`src/rtl/csma_pkg.sv`:
```
package csma_pkg;
    typedef enum logic [2:0] {
        ST_IDLE,
        ST_DEFER,
        ST_XMIT,
        ST_JAM,
        ST_BACKOFF
    } arb_state_t;
endpackage

```
`src/rtl/csma_bit_clock.sv`:
```
module csma_bit_clock #(
    parameter int FAST_DIV = 1,
    parameter int SLOW_DIV = 10
) (
    input  logic clk,
    input  logic rst_n,
    input  logic speed_100,
    input  logic restart,
    output logic bit_tick
);
    localparam int W = (SLOW_DIV > FAST_DIV) ? $clog2(SLOW_DIV + 1) : $clog2(FAST_DIV + 1);
    localparam logic [W-1:0] LIM_FAST = W'(FAST_DIV - 1);
    localparam logic [W-1:0] LIM_SLOW = W'(SLOW_DIV - 1);

    logic [W-1:0] div_cnt;
    logic [W-1:0] lim;

    assign lim      = speed_100 ? LIM_FAST : LIM_SLOW;
    assign bit_tick = (div_cnt == lim);

    always_ff @(posedge clk or negedge rst_n) begin
        if (!rst_n)                  div_cnt <= '0;
        else if (restart || bit_tick) div_cnt <= '0;
        else                         div_cnt <= div_cnt + 1'b1;
    end
endmodule

```
`src/rtl/csma_backoff_rng.sv`:
```
module csma_backoff_rng #(
    parameter int                 LFSR_W = 16,
    parameter int                 CAP    = 10,
    parameter int                 CW     = 5,
    parameter logic [LFSR_W-1:0]  TAPS   = 16'hB400,
    parameter logic [LFSR_W-1:0]  SEED   = 16'h5A5B
) (
    input  logic          clk,
    input  logic          rst_n,
    input  logic [CW-1:0] coll_n,
    output logic [CAP-1:0] slots
);
    logic [LFSR_W-1:0] lfsr;
    logic [CW-1:0]     expo;
    logic [CAP-1:0]    mask;

    always_ff @(posedge clk or negedge rst_n) begin
        if (!rst_n) lfsr <= SEED;
        else        lfsr <= {1'b0, lfsr[LFSR_W-1:1]} ^ (lfsr[0] ? TAPS : '0);
    end

    assign expo = (coll_n > CW'(CAP)) ? CW'(CAP) : coll_n;

    always_comb begin
        for (int i = 0; i < CAP; i++) mask[i] = (CW'(i) < expo);
    end

    assign slots = lfsr[CAP-1:0] & mask;
endmodule

```
`src/rtl/csma_tx_arbiter.sv`:
```
module csma_tx_arbiter
    import csma_pkg::*;
#(
    parameter int          SLOT_BITS     = 512,
    parameter int          IFG_BITS      = 96,
    parameter int          JAM_BITS      = 32,
    parameter int          ATTEMPT_LIMIT = 16,
    parameter int          BACKOFF_CAP   = 10,
    parameter int          FAST_DIV      = 1,
    parameter int          SLOW_DIV      = 10,
    parameter logic [15:0] PAUSE_SLOTS   = 16'hFFFF
) (
    input  logic        clk,
    input  logic        rst_n,
    input  logic        full_duplex,
    input  logic        speed_100,
    input  logic        retry_dis,
    input  logic        tx_req,
    input  logic        frame_end,
    input  logic        carrier_sense,
    input  logic        collision,
    input  logic        rx_buf_low,
    output logic        tx_en,
    output logic        jam,
    output logic        tx_done,
    output logic        tx_abort,
    output logic [4:0]  coll_count,
    output logic        pause_req,
    output logic [15:0] pause_slots
);
    localparam int CW     = 5;
    localparam int MAXB   = (SLOT_BITS > IFG_BITS) ?
                            ((SLOT_BITS > JAM_BITS) ? SLOT_BITS : JAM_BITS) :
                            ((IFG_BITS > JAM_BITS) ? IFG_BITS : JAM_BITS);
    localparam int BW     = $clog2(MAXB + 1);
    localparam logic [BW-1:0] IFG_END  = BW'(IFG_BITS - 1);
    localparam logic [BW-1:0] JAM_END  = BW'(JAM_BITS - 1);
    localparam logic [BW-1:0] SLOT_END = BW'(SLOT_BITS - 1);
    localparam logic [CW-1:0] LIMIT    = CW'(ATTEMPT_LIMIT);

    arb_state_t             state, state_n;
    logic [BW-1:0]          bit_cnt;
    logic [BACKOFF_CAP-1:0] slot_left;
    logic [BACKOFF_CAP-1:0] backoff_k;
    logic [CW-1:0]          coll_cnt;
    logic                   bit_tick;
    logic                   restart;
    logic                   medium_busy;
    logic                   backpressure;
    logic                   rxlow_q;

    assign medium_busy = !full_duplex && carrier_sense;
    assign restart     = (state_n != state) || (state == ST_DEFER && medium_busy);

    csma_bit_clock #(.FAST_DIV(FAST_DIV), .SLOW_DIV(SLOW_DIV)) u_bitclk (
        .clk(clk), .rst_n(rst_n), .speed_100(speed_100),
        .restart(restart), .bit_tick(bit_tick)
    );

    csma_backoff_rng #(.CAP(BACKOFF_CAP), .CW(CW)) u_rng (
        .clk(clk), .rst_n(rst_n), .coll_n(coll_cnt), .slots(backoff_k)
    );

    // state register
    always_ff @(posedge clk or negedge rst_n) begin
        if (!rst_n) state <= ST_IDLE;
        else        state <= state_n;
    end

    // transitions
    always_comb begin
        state_n = state;
        unique case (state)
            ST_IDLE:    if (tx_req) state_n = ST_DEFER;
            ST_DEFER:   if (!medium_busy && bit_tick && bit_cnt == IFG_END) state_n = ST_XMIT;
            ST_XMIT: begin
                if (!full_duplex && collision) state_n = ST_JAM;
                else if (frame_end)            state_n = ST_IDLE;
            end
            ST_JAM: begin
                if (bit_tick && bit_cnt == JAM_END) begin
                    if (retry_dis || coll_cnt >= LIMIT) state_n = ST_IDLE;
                    else if (backoff_k == '0)           state_n = ST_DEFER;
                    else                                state_n = ST_BACKOFF;
                end
            end
            ST_BACKOFF: if (bit_tick && bit_cnt == SLOT_END &&
                            slot_left == BACKOFF_CAP'(1)) state_n = ST_DEFER;
            default:    state_n = ST_IDLE;
        endcase
    end

    // counters and registered outputs
    always_ff @(posedge clk or negedge rst_n) begin
        if (!rst_n) begin
            bit_cnt     <= '0;
            slot_left   <= '0;
            coll_cnt    <= '0;
            coll_count  <= '0;
            tx_done     <= 1'b0;
            tx_abort    <= 1'b0;
            rxlow_q     <= 1'b0;
            pause_req   <= 1'b0;
            pause_slots <= '0;
        end else begin
            tx_done   <= (state == ST_XMIT) && (state_n == ST_IDLE);
            tx_abort  <= (state == ST_JAM)  && (state_n == ST_IDLE);
            if (state_n != state) begin
                bit_cnt <= '0;
            end else if (state == ST_DEFER && medium_busy) begin
                bit_cnt <= '0;
            end else if (bit_tick) begin
                if (state == ST_BACKOFF && bit_cnt == SLOT_END) begin
                    bit_cnt   <= '0;
                    slot_left <= slot_left - 1'b1;
                end else begin
                    bit_cnt <= bit_cnt + 1'b1;
                end
            end
            if (state == ST_JAM && state_n == ST_BACKOFF) slot_left <= backoff_k;
            if (state == ST_IDLE && state_n == ST_DEFER)  coll_cnt  <= '0;
            if (state == ST_XMIT && state_n == ST_JAM)    coll_cnt  <= coll_cnt + 1'b1;
            if ((state == ST_XMIT || state == ST_JAM) && state_n == ST_IDLE)
                coll_count <= coll_cnt;
            rxlow_q   <= rx_buf_low;
            pause_req <= full_duplex && (rx_buf_low != rxlow_q);
            if (full_duplex && rx_buf_low != rxlow_q)
                pause_slots <= rx_buf_low ? PAUSE_SLOTS : 16'h0000;
        end
    end

    assign backpressure = !full_duplex && rx_buf_low && carrier_sense &&
                          (state == ST_IDLE || state == ST_DEFER || state == ST_BACKOFF);
    assign jam   = (state == ST_JAM) || backpressure;
    assign tx_en = (state == ST_XMIT) || jam;

    AST_DEFER_ON_CARRIER: assert property (@(posedge clk) disable iff (!rst_n)
        (state == ST_DEFER && !full_duplex && carrier_sense) |=> state != ST_XMIT);
    AST_COLLISION_JAMS: assert property (@(posedge clk) disable iff (!rst_n)
        (state == ST_XMIT && !full_duplex && collision) |=> (jam && tx_en));
    AST_ABORT_CAUSE: assert property (@(posedge clk) disable iff (!rst_n)
        tx_abort |-> (coll_count == LIMIT || $past(retry_dis)));
    AST_COUNT_BOUND: assert property (@(posedge clk) disable iff (!rst_n)
        coll_count <= LIMIT);
    AST_DONE_ABORT_EXCL: assert property (@(posedge clk) disable iff (!rst_n)
        !(tx_done && tx_abort));
    AST_FD_NO_JAM: assert property (@(posedge clk) disable iff (!rst_n)
        (full_duplex && $past(full_duplex) && state != ST_JAM) |-> !jam);
    AST_PAUSE_FD_ONLY: assert property (@(posedge clk) disable iff (!rst_n)
        pause_req |-> $past(full_duplex));
endmodule

```
`config.mk`:
```
export PLATFORM = sky130hd
export DESIGN_NAME = csma_tx_arbiter
export DESIGN_NICKNAME = d
export VERILOG_FILES = /design/src/rtl/csma_pkg.sv /design/src/rtl/csma_bit_clock.sv /design/src/rtl/csma_backoff_rng.sv /design/src/rtl/csma_tx_arbiter.sv
export SDC_FILE = /design/constraint.sdc
export NUM_CORES = 1
export LEC_CHECK = 0
export ABC_AREA = 1
export BUFFER_PORTS_ARGS = -buffer_cell sky130_fd_sc_hd__buf_2
export CAP_MARGIN = 20
export CORE_ASPECT_RATIO = 0.8
export CORE_MARGIN = 2
export CORE_UTILIZATION = 40
export DETAILED_ROUTE_END_ITERATION = 6
export SETUP_SLACK_MARGIN = 0.02
export SYNTH_ARGS = -nofsm -noshare
export SYNTH_HDL_FRONTEND = slang
export SYNTH_SLANG_ARGS = --single-unit
```
`constraint.sdc`:
```
create_clock -name clk -period 2.77 [get_ports clk]
set_input_delay 0.277 -clock clk [delete_from_list [all_inputs] [get_ports clk]]
set_output_delay 0.277 -clock clk [all_outputs]
set_load 0.01 [all_outputs]
```
==> flow_metrics.env, run 1 <==
export IMPL_status="finished, final reports clean"
export IMPL_rsz0062_at_grt="false"
export IMPL_synth_area_per_cell_um2=7.98
export IMPL_tightest_slew_ps=520
export IMPL_required_ps=3000
export IMPL_final_cell_mix="nand2_1 (83), nor2_1 (64), dfrtp_1 (49)"
export IMPL_grt_pass1_wl_um=11400
export IMPL_ys_types=32
export IMPL_cts_root_buf="clkbuf_8"
export IMPL_final_area_um2=3660
export IMPL_whs_path_depth=1
export IMPL_die_h_um=83.7
export IMPL_synth_top_cell_area_share=0.386
export IMPL_leakage_nw=1.85
export IMPL_fillers=777
export IMPL_initial_core_util=0.407
export IMPL_grt_pass1_vias=2357
export IMPL_syn_area_um2=3180
export IMPL_core_area_um2=7800
export IMPL_post_cts_buffers=0
export IMPL_die_w_um=104
export IMPL_synth_area_leaders="dfrtp_1 (39%), nand2_1 (9.8%), nor2_1 (7.6%), dfstp_2 (7.4%), nand3_1 (5.5%)"
export IMPL_reg2reg_depth=16
export IMPL_area_growth_pct=15.2
export IMPL_drtAntennaViolNets=0
export IMPL_cp_end_kind="register"
export IMPL_fmax_mhz=437
export IMPL_crit_type="reg2reg"
export IMPL_final_cells=544
export IMPL_clock_latency_ps=340
export IMPL_cts_resized=0
export IMPL_crit_start="coll_cnt[4]"
export IMPL_hpwl_um=5000
export IMPL_vias_per_cell=4.70
export IMPL_crit_fanout=11
export IMPL_hold_violations=0
export IMPL_diodes=0
export IMPL_antenna_found_initial=0
export IMPL_synth_seq_cells=58
export IMPL_power_density_nw_per_um2=591
export IMPL_dp_cells=526
export IMPL_ff_latch_area_um2=1460
export IMPL_syn_num_nets=413
export IMPL_routedWlPerCell_um=12.2
export IMPL_wirelength_um=6650
export IMPL_yosysTopAreaCell="dfrtp_1"
export IMPL_grt_max_degree=45
export IMPL_finalSetupTns_ps=0
export IMPL_ys_async_sr_fraction=1.00
export IMPL_cap_violations=0
export IMPL_min_from="rx_buf_low"
export IMPL_place_port_buffers=35
export IMPL_first_pass_iters=4
export IMPL_fin_crit_sh=0.826
export IMPL_nNetsFinal=446
export IMPL_std_cell_rows=29
export IMPL_globalRouteOverflowTotal=0
export IMPL_irDropWorstVdd_uv=356
export IMPL_synth_edf_count=0
export IMPL_max_slew_margin=0.650
export IMPL_whs_ps=102
export IMPL_drtIter0Drc=128
export IMPL_skew_ps=9.60
export IMPL_synth_seq_area_share=0.460
export IMPL_post_route_util=0.469
export IMPL_die_area_um2=8680
export IMPL_tritoncts="done"
export IMPL_globalplace_congestion=0.894
export IMPL_num_vias=2556
export IMPL_start_kind="register"
export IMPL_multi_input_area_um2=1390
export IMPL_arrival_ps=2520
export IMPL_post_route_min_period_ps=2290
export IMPL_place_area_um2=3380
export IMPL_pin_count=36
export IMPL_slew_viol_final=0
export IMPL_drc=0
export IMPL_hp_class="in2reg"
export IMPL_clock_sinks=58
export IMPL_setup_viol=0
export IMPL_cts_htree_levels=3
export IMPL_cts_buffer_depth=2
export IMPL_syn_inst=398
export IMPL_ys_flop_type="dfrtp_1"
export IMPL_clkTransAtPathRegs_ps=70
export IMPL_worstReg2RegStart="coll_cnt[4]"
export IMPL_yosysWarnings=0
export IMPL_drive_gt1_frac=0.227
export IMPL_grtUsageTotal=0.167
export IMPL_cts_buffers=9
export IMPL_final_common_cell="nand2_1"
-- cells by family (layout without fill, tap and decap cells) --
group / Yosys count / after routing / share of synthesized area
adder cells (fa/ha/maj): 5 / 5 / 0.0197
AND/OR/NAND/NOR: 215 / 215 / 0.299
flip-flops: 58 / 58 / 0.460
XOR/XNOR: 20 / 20 / 0.0551
buffers and inverters: 68 / 106 / 0.102
multiplexers: 1 / 1 / 0.00354
AO/OA/AOI/OAI: 31 / 31 / 0.0603
-- metrics by stage --
stage / power (W) / worst slack, ps
6_report: 0.00216 / 482
5_1_grt: 0.00226 / 198
4_1_cts: 0.00219 / 498
3_5_place_dp: 0.00123 / 516
3_3_place_gp: 0.00122 / 531
2_1_floorplan: 0.00116 / 829
-- repair_timing --
action | in CTS | in global routing
endpoints found under the setup margin | 0 | 0
hold endpoints to repair | 0 | 14
hold buffers | 0 | 1
-- per-layer routing --
layer | vias up | wire length, um | GRT usage
met5 | - | 0 | 0
li1 | 1304 | - | -
met1 | 1168 | 3580 | 0.254
met2 | 73 | 2550 | 0.221
met4 | 0 | 106 | 0.0516
met3 | 11 | 411 | 0.0546
-- critical path: stages, from the launching register on --
cell     delay, ps
dfrtp_1        430
nor2_4         230
inv_2           60
nand2_1        140
nand2_1         70
nor2_1          80
nand3_1        100
nor2_2         160
nand2_1        110
nand2_2        100
nand2_1         60
nand2_2        120
nand3_2        120
nand2_2        230
nand2_1         80
nand2_1         60
inv_1           30
-- registers in the layout, summed over array words and instances, names as in the netlist --
register	flops
bit_cnt	10
coll_cnt	5
coll_count	5
pause_req	1
pause_slots	1
rxlow_q	1
slot_left	10
state	3
tx_abort	1
tx_done	1
u_bitclk.div_cnt	4
u_rng.lfsr	16
-- where the power goes --
group	internal, W	switching [W]
sequential	0.000887	0.0000426
clock	0.000606	0.000340
combinational	0.000114	0.000172
-- area by class of cell --
type                       instances  share of cell area
clock buffer                      13              0.0489
clock inverter                     3              0.0188
multi-input combinational        272               0.380
tap                              108              0.0369
timing repair buffer              42              0.0663
inverter                          48              0.0492
sequential                        58               0.400
-- worst paths after layout --
check | slack [ps] | to
worst max-delay path | 480 | slot_left[0]
worst max register to register | 480 | slot_left[0]
worst min-delay path | 100 | rxlow_q
worst min register to register | 350 | u_rng.lfsr[14]
min in group asynchronous | 410 | u_bitclk.div_cnt[1]
max in group asynchronous | 1580 | u_rng.lfsr[0]
-- synth_stat cells, types with 6 or more instances --
master,instances
nor2_1,64
dfstp_2,9
nand2_2,9
dfrtp_1,49
nand2_1,83
inv_1,43
nand3_1,35
a21oi_1,6
nor2_2,7
xor2_1,15
buf_4,15
o21ai_0,12
No activity file was read; power rests on OpenSTA's default activity.
==> run 2, diff against run 1 <==
- clock period: 2.77 -> 2.14 ns (I/O delays scaled with it)
==> flow_metrics.env, run 2 (synthesis gave the netlist of run 1 again) <==
export IMPL_status="complete, but fails checks"
export IMPL_violations="negative hold slack"
export IMPL_nNetsFinal=480
export IMPL_leakage_nw=2.01
export IMPL_worstPathCellList="nor2_4, nand2_2, nand2_2, nand2_2, nor2_2, nand3_2, nor2_4, inv_1, nand2_2, nand2_1, o21ai_2, and2_4, nand2_8, nand2_1, o21ai_0"
export IMPL_place_port_buffers=35
export IMPL_rrSetupSlack_ps=60
export IMPL_cp_slowest_cell="dfrtp_1"
export IMPL_post_route_min_period_ps=2080
export IMPL_clock_latency_ps=350
export IMPL_cts_htree_levels=3
export IMPL_required_ps=2360
export IMPL_critPathCapture="coll_count[4]"
export IMPL_initial_core_util=0.407
export IMPL_die_area_um2=8680
export IMPL_grt_pass1_vias=2566
export IMPL_start_kind="register"
export IMPL_rsz0062_at_grt="true"
export IMPL_die_h_um=83.7
export IMPL_crit_top_cell="nand2_2"
export IMPL_setup_ws_ps=61.4
export IMPL_final_cell_mix="nand2_1 (73), nor2_1 (50), dfrtp_1 (46)"
export IMPL_finalPower_w=0.00266
export IMPL_drive_gt1_frac=0.374
export IMPL_cts_buffer_depth=2
export IMPL_hpwl_um=5180
export IMPL_dp_worst_setup_slack_ps=-40.0
export IMPL_vias_per_cell=4.83
export IMPL_globalRouteOverflowTotal=0
export IMPL_tightest_slew_ps=731
export IMPL_hold_violations=11
export IMPL_cts_root_buf="clkbuf_8"
export IMPL_die_w_um=104
export IMPL_area_growth_pct=27.1
export IMPL_reg2reg_to="coll_count[4]"
export IMPL_final_common_cell="nand2_1"
export IMPL_tritoncts="done"
export IMPL_crit_fanout=10
export IMPL_crit_type="reg2reg"
export IMPL_drc=0
export IMPL_core_area_um2=7800
export IMPL_diodes=0
export IMPL_first_pass_iters=5
export IMPL_finalSetupTns_ps=0
export IMPL_clock_sinks=58
export IMPL_whs_ps=-13.8
export IMPL_hp_class="in2async"
export IMPL_place_area_um2=3560
export IMPL_grt_pass1_wl_um=12000
export IMPL_num_vias=2789
export IMPL_largest_reg_flops=16
export IMPL_max_flop_register="u_rng.lfsr"
export IMPL_grt_max_degree=59
export IMPL_routedWlPerCell_um=12.9
export IMPL_worstReg2RegStart="coll_cnt[3]"
export IMPL_clkTransAtPathRegs_ps=80
export IMPL_drtIter0Drc=124
export IMPL_setup_viol=0
export IMPL_reg2reg_depth=15
export IMPL_antenna_found_initial=0
export IMPL_fmax_mhz=481
export IMPL_arrival_ps=2300
export IMPL_crit_start="coll_cnt[3]"
export IMPL_slew_viol_final=0
export IMPL_cpPeakStageDelay_ps=430
export IMPL_top_regs="u_rng.lfsr x16, bit_cnt x10, slot_left x10"
export IMPL_drtAntennaViolNets=0
export IMPL_pin_count=36
export IMPL_globalplace_congestion=0.858
export IMPL_cp_end_kind="register"
export IMPL_std_cell_rows=29
export IMPL_grtUsageTotal=0.175
export IMPL_max_slew_margin=0.513
export IMPL_cap_violations=0
export IMPL_skew_ps=14.4
export IMPL_power_density_nw_per_um2=660
export IMPL_final_area_um2=4040
export IMPL_fin_crit_sh=0.971
export IMPL_irDropWorstVdd_uv=645
export IMPL_wirelength_um=7470
export IMPL_cts_buffers=9
[run 2: cell count changes in the layout (fill, tap and decap cells not counted), sizes merged]
cell / delta
buf: +33
nor2: +1
clkbuf: -4
clkinv: +3
dlygate4sd3: -1
bufinv: -2
inv: +1
clkinvlp: +2
nand2: +1
[run 2: timing repair]
action,in CTS,in global routing
resized for setup,4,57
endpoints found under the setup margin,10,31
pin swaps,1,19
hold buffers,0,0
hold endpoints to repair,0,0
buffers inserted,0,10
gates cloned,1,1
[run 2: how the worst min path moves through the flow]
| stage | start | slack, ps | endpoint | depth (start not counted) |
|---|---|---|---|---|
| global placement | u_rng.lfsr[10] | 330 | u_rng.lfsr[9] | 0 |
| CTS | rx_buf_low | 20 | rxlow_q | 1 |
| detailed placement | u_rng.lfsr[15] | 340 | u_rng.lfsr[14] | 0 |
| floorplan | rst_n | -80 | bit_cnt[0] | 0 |
| global route | rx_buf_low | 30 | rxlow_q | 1 |
| finish | rst_n | -10 | u_bitclk.div_cnt[1] | 2 |
[run 2: critical path, delay by kind of cell, from the launching register on]
kind / cells / cell delay [ps]
DFF: 1 / 430
and+or+nand+nor: 12 / 1290
buffers and inverters: 1 / 70
AOI/OAI and AO/OA: 2 / 150
[run 2: report_power, final]
| group | leakage [nW] | internal, W | total, W | switching, W |
|---|---|---|---|---|
| Combinational | 1.21 | 0.000249 | 0.000532 | 0.000283 |
| Clock | 0.0858 | 0.000426 | 0.000925 | 0.000498 |
| Sequential | 0.714 | 0.00115 | 0.00121 | 0.0000585 |
| Total | 2.01 | 0.00182 | 0.00266 | 0.000840 |
[run 2: final cells by class]
class	count	area, um2
clock buffer	9	124
clock inverter	7	55.1
fill	719	3760
inverter	48	183
multi-input combinational	274	1590
sequential	58	1470
tap	108	135
timing repair buffer	74	479
[run 2: layer usage]
metal | GRT usage | vias to the layer above | part of all wire
met5 | 0 | - | 0
met4 | 0.0590 | 0 | 0.013
met3 | 0.0507 | 12 | 0.056
met2 | 0.253 | 72 | 0.44
met1 | 0.250 | 1317 | 0.49
li1 | - | 1388 | -
[run 2: through the flow]
step                      instances  utilization
after floorplan                 398            -
after global placement          550        0.456
after detailed placement        550        0.456
after CTS                       567        0.482
after global routing            578        0.517
final                           578        0.517
==> run 3, diff against run 2 <==
- CORE_MARGIN: 2 -> unset
- SYNTH_HIERARCHICAL: unset -> 1
==> flow_metrics.env, run 3 <==
export IMPL_skew_ps=8.19
export IMPL_yosysWarnings=6
export IMPL_max_slew_margin=0.691
export IMPL_largest_reg_flops=16
export IMPL_crit_top_cell="nand2_2"
export IMPL_final_cell_mix="nand2_1 (74), nor2_1 (55), dfrtp_1 (49)"
export IMPL_crit_buf_inv=4
export IMPL_min_from="rx_buf_low"
export IMPL_first_pass_iters=5
export IMPL_clock_sinks=58
export IMPL_cap_violations=0
export IMPL_tightest_slew_ps=463
export IMPL_final_common_cell="nand2_1"
export IMPL_nNetsFinal=503
export IMPL_status="complete, but fails checks"
export IMPL_die_area_um2=8680
export IMPL_cts_root_buf="clkbuf_8"
export IMPL_setup_viol=24
export IMPL_syn_num_nets=429
export IMPL_crit_start="coll_cnt[4]"
export IMPL_routedWlPerCell_um=12.9
export IMPL_vias_per_cell=4.81
export IMPL_fmax_mhz=448
export IMPL_cts_buffers=9
export IMPL_synth_most_common_cell="nand2_1"
export IMPL_cp_end_kind="register"
export IMPL_hold_violations=0
export IMPL_antenna_found_initial=0
export IMPL_crit_family="simple AND/OR/NAND/NOR gates"
export IMPL_grt_pass1_vias=2700
export IMPL_synth_seq_cells=58
export IMPL_fin_crit_sh=1.04
export IMPL_core_area_um2=7980
export IMPL_die_h_um=83.5
export IMPL_cts_htree_levels=3
export IMPL_yosysTopAreaCell="dfrtp_1"
export IMPL_crit_type="reg2reg"
export IMPL_pin_count=36
export IMPL_grt_max_degree=23
export IMPL_leakage_nw=2.10
export IMPL_synth_area_leaders="dfrtp_1 (37%), nand2_1 (9.4%), nor2_1 (7.2%), dfstp_2 (7.1%), nand3_1 (5.7%)"
export IMPL_syn_area_um2=3320
export IMPL_finalSetupTns_ps=-1100
export IMPL_power_density_nw_per_um2=722
export IMPL_worstReg2RegStart="coll_cnt[4]"
export IMPL_syn_inst=414
export IMPL_globalplace_congestion=0.898
export IMPL_fillers=781
export IMPL_die_w_um=104
export IMPL_grtUsageTotal=0.189
export IMPL_place_port_buffers=35
export IMPL_std_cell_rows=29
export IMPL_multi_input_area_um2=1610
export IMPL_ys_flop_type="dfrtp_1"
export IMPL_grt_pass1_wl_um=12800
export IMPL_rsz0062_at_grt="true"
export IMPL_drc=0
export IMPL_hp_class="in2reg"
export IMPL_synth_seq_area_share=0.440
export IMPL_yosys_top_cells_count="nand2_1 (83), nor2_1 (64), inv_1 (50)"
export IMPL_worstPathCellList="nor2_4, inv_4, nand2_2, nand3_2, nand2_1, inv_1, nor2_1, and2_1, and2_4, inv_2, nand2_2, inv_2, o21ai_2, nor2_2, nor2_2, nand2_2, nand2_1, o21ai_1"
export IMPL_max_flop_register="u_rng/lfsr"
export IMPL_tritoncts="done"
export IMPL_slew_viol_final=0
export IMPL_top_regs="u_rng/lfsr x16, bit_cnt x10, slot_left x10"
export IMPL_clkTransAtPathRegs_ps=70
export IMPL_dp_worst_setup_slack_ps=-146
export IMPL_place_area_um2=3840
export IMPL_crit_fanout=7
export IMPL_globalRouteOverflowTotal=0
export IMPL_cts_buffer_depth=2
export IMPL_synth_area_per_cell_um2=8.03
export IMPL_synth_top_cell_area_share=0.369
export IMPL_initial_core_util=0.416
export IMPL_area_growth_pct=26.5
export IMPL_setup_ws_ps=-91.8
export IMPL_wirelength_um=7770
export IMPL_required_ps=2390
export IMPL_arrival_ps=2480
export IMPL_ff_latch_area_um2=1460
export IMPL_ys_async_sr_fraction=1.00
export IMPL_cp_slowest_cell="dfrtp_1"
export IMPL_num_vias=2889
export IMPL_cpPeakStageDelay_ps=420
export IMPL_drive_gt1_frac=0.345
export IMPL_violations="negative setup slack"
export IMPL_irDropWorstVdd_uv=518
export IMPL_drtAntennaViolNets=0
export IMPL_diodes=0
export IMPL_ys_types=41
export IMPL_final_area_um2=4210
export IMPL_drtIter0Drc=151
export IMPL_hpwl_um=5700
export IMPL_clock_latency_ps=360
export IMPL_synth_edf_count=0
export IMPL_post_route_min_period_ps=2230
export IMPL_start_kind="register"
[run 3: cell count changes after synthesis, moves of 3 or more]
cell	before	now
o21ai_1	0	8
o21ai_0	12	8
nor3_2	0	5
nor2_2	7	2
nor3_1	5	8
o21ai_2	5	0
a21oi_1	6	3
nand3_1	35	38
inv_1	43	50
nand2_2	9	5
[run 3: stage by stage]
stage	util	instances	total power (W)	hold WS, ps
6_report	0.527	601	0.00304	48.3
5_1_grt	0.527	601	0.00320	35.9
4_1_cts	0.524	601	0.00307	32.6
3_5_place_dp	0.482	581	0.00184	192
3_3_place_gp	0.482	581	0.00183	186
2_1_floorplan	-	414	0.00163	-81.6
[run 3: final cells by class]
class                           instances  area share
Multi-Input combinational cell        280       0.383
Sequential cell                        58       0.348
Timing Repair Buffer                   83       0.133
Inverter                               56      0.0506
Tap cell                              108      0.0321
Clock buffer                            9      0.0294
Clock inverter                          7      0.0244
[run 3: path summary, 6_finish.rpt]
path,endpoint,slack [ps],depth (start not counted)
worst min-delay path,rxlow_q,50,1
max in group asynchronous,u_rng/lfsr[3],1170,3
worst max register to register,coll_count[3],-90,18
worst max-delay path,coll_count[3],-90,18
worst min register to register,u_rng/lfsr[9],350,0
min in group asynchronous,u_bitclk/div_cnt[1],340,2
[run 3: kinds of logic after synthesis]
logic type / count (synthesis) / share of synthesized area
buffers and inverters: 77 / 0.109
adders and majority gates: 5 / 0.0188
and+or+nand+nor: 224 / 0.316
muxes: 1 / 0.00339
xor gates and xnor gates: 20 / 0.0583
DFF: 58 / 0.440
AOI/OAI and AO/OA: 29 / 0.0546
[run 3: power by group]
part	leakage (nW)	total, W	switching [W]	internal (W)
combinational	1.27	0.000677	0.000392	0.000286
sequential	0.715	0.00119	0.0000481	0.00115
clock	0.110	0.00117	0.000502	0.000664
[run 3: timing repair]
| item | CTS | global route |
|---|---|---|
| cloned | 1 | 0 |
| endpoints found under the hold margin | 15 | 0 |
| gates resized for setup | 24 | 10 |
| endpoints found under the setup margin | 30 | 31 |
| buffers inserted | 2 | 0 |
| pin swaps | 10 | 6 |
| hold buffers | 1 | 0 |
[run 3: worst reg2reg max path, stage by stage (launching register included)]
cell and delay (ps):
dfrtp_1 420, nor2_4 230, inv_4 70, nand2_2 90
nand3_2 50, nand2_1 60, inv_1 60, nor2_1 70
and2_1 150, and2_4 150, inv_2 30, nand2_2 70
inv_2 40, o21ai_2 130, nor2_2 60, nor2_2 170
nand2_2 130, nand2_1 80, o21ai_1 60
[run 3: per-layer routing]
layer | vias up | wire (um) | GRT usage
met3 | 11 | 446 | 0.0554
met5 | - | 0 | 0
li1 | 1450 | - | -
met4 | 0 | 88 | 0.0701
met1 | 1349 | 3870 | 0.265
met2 | 79 | 3360 | 0.276
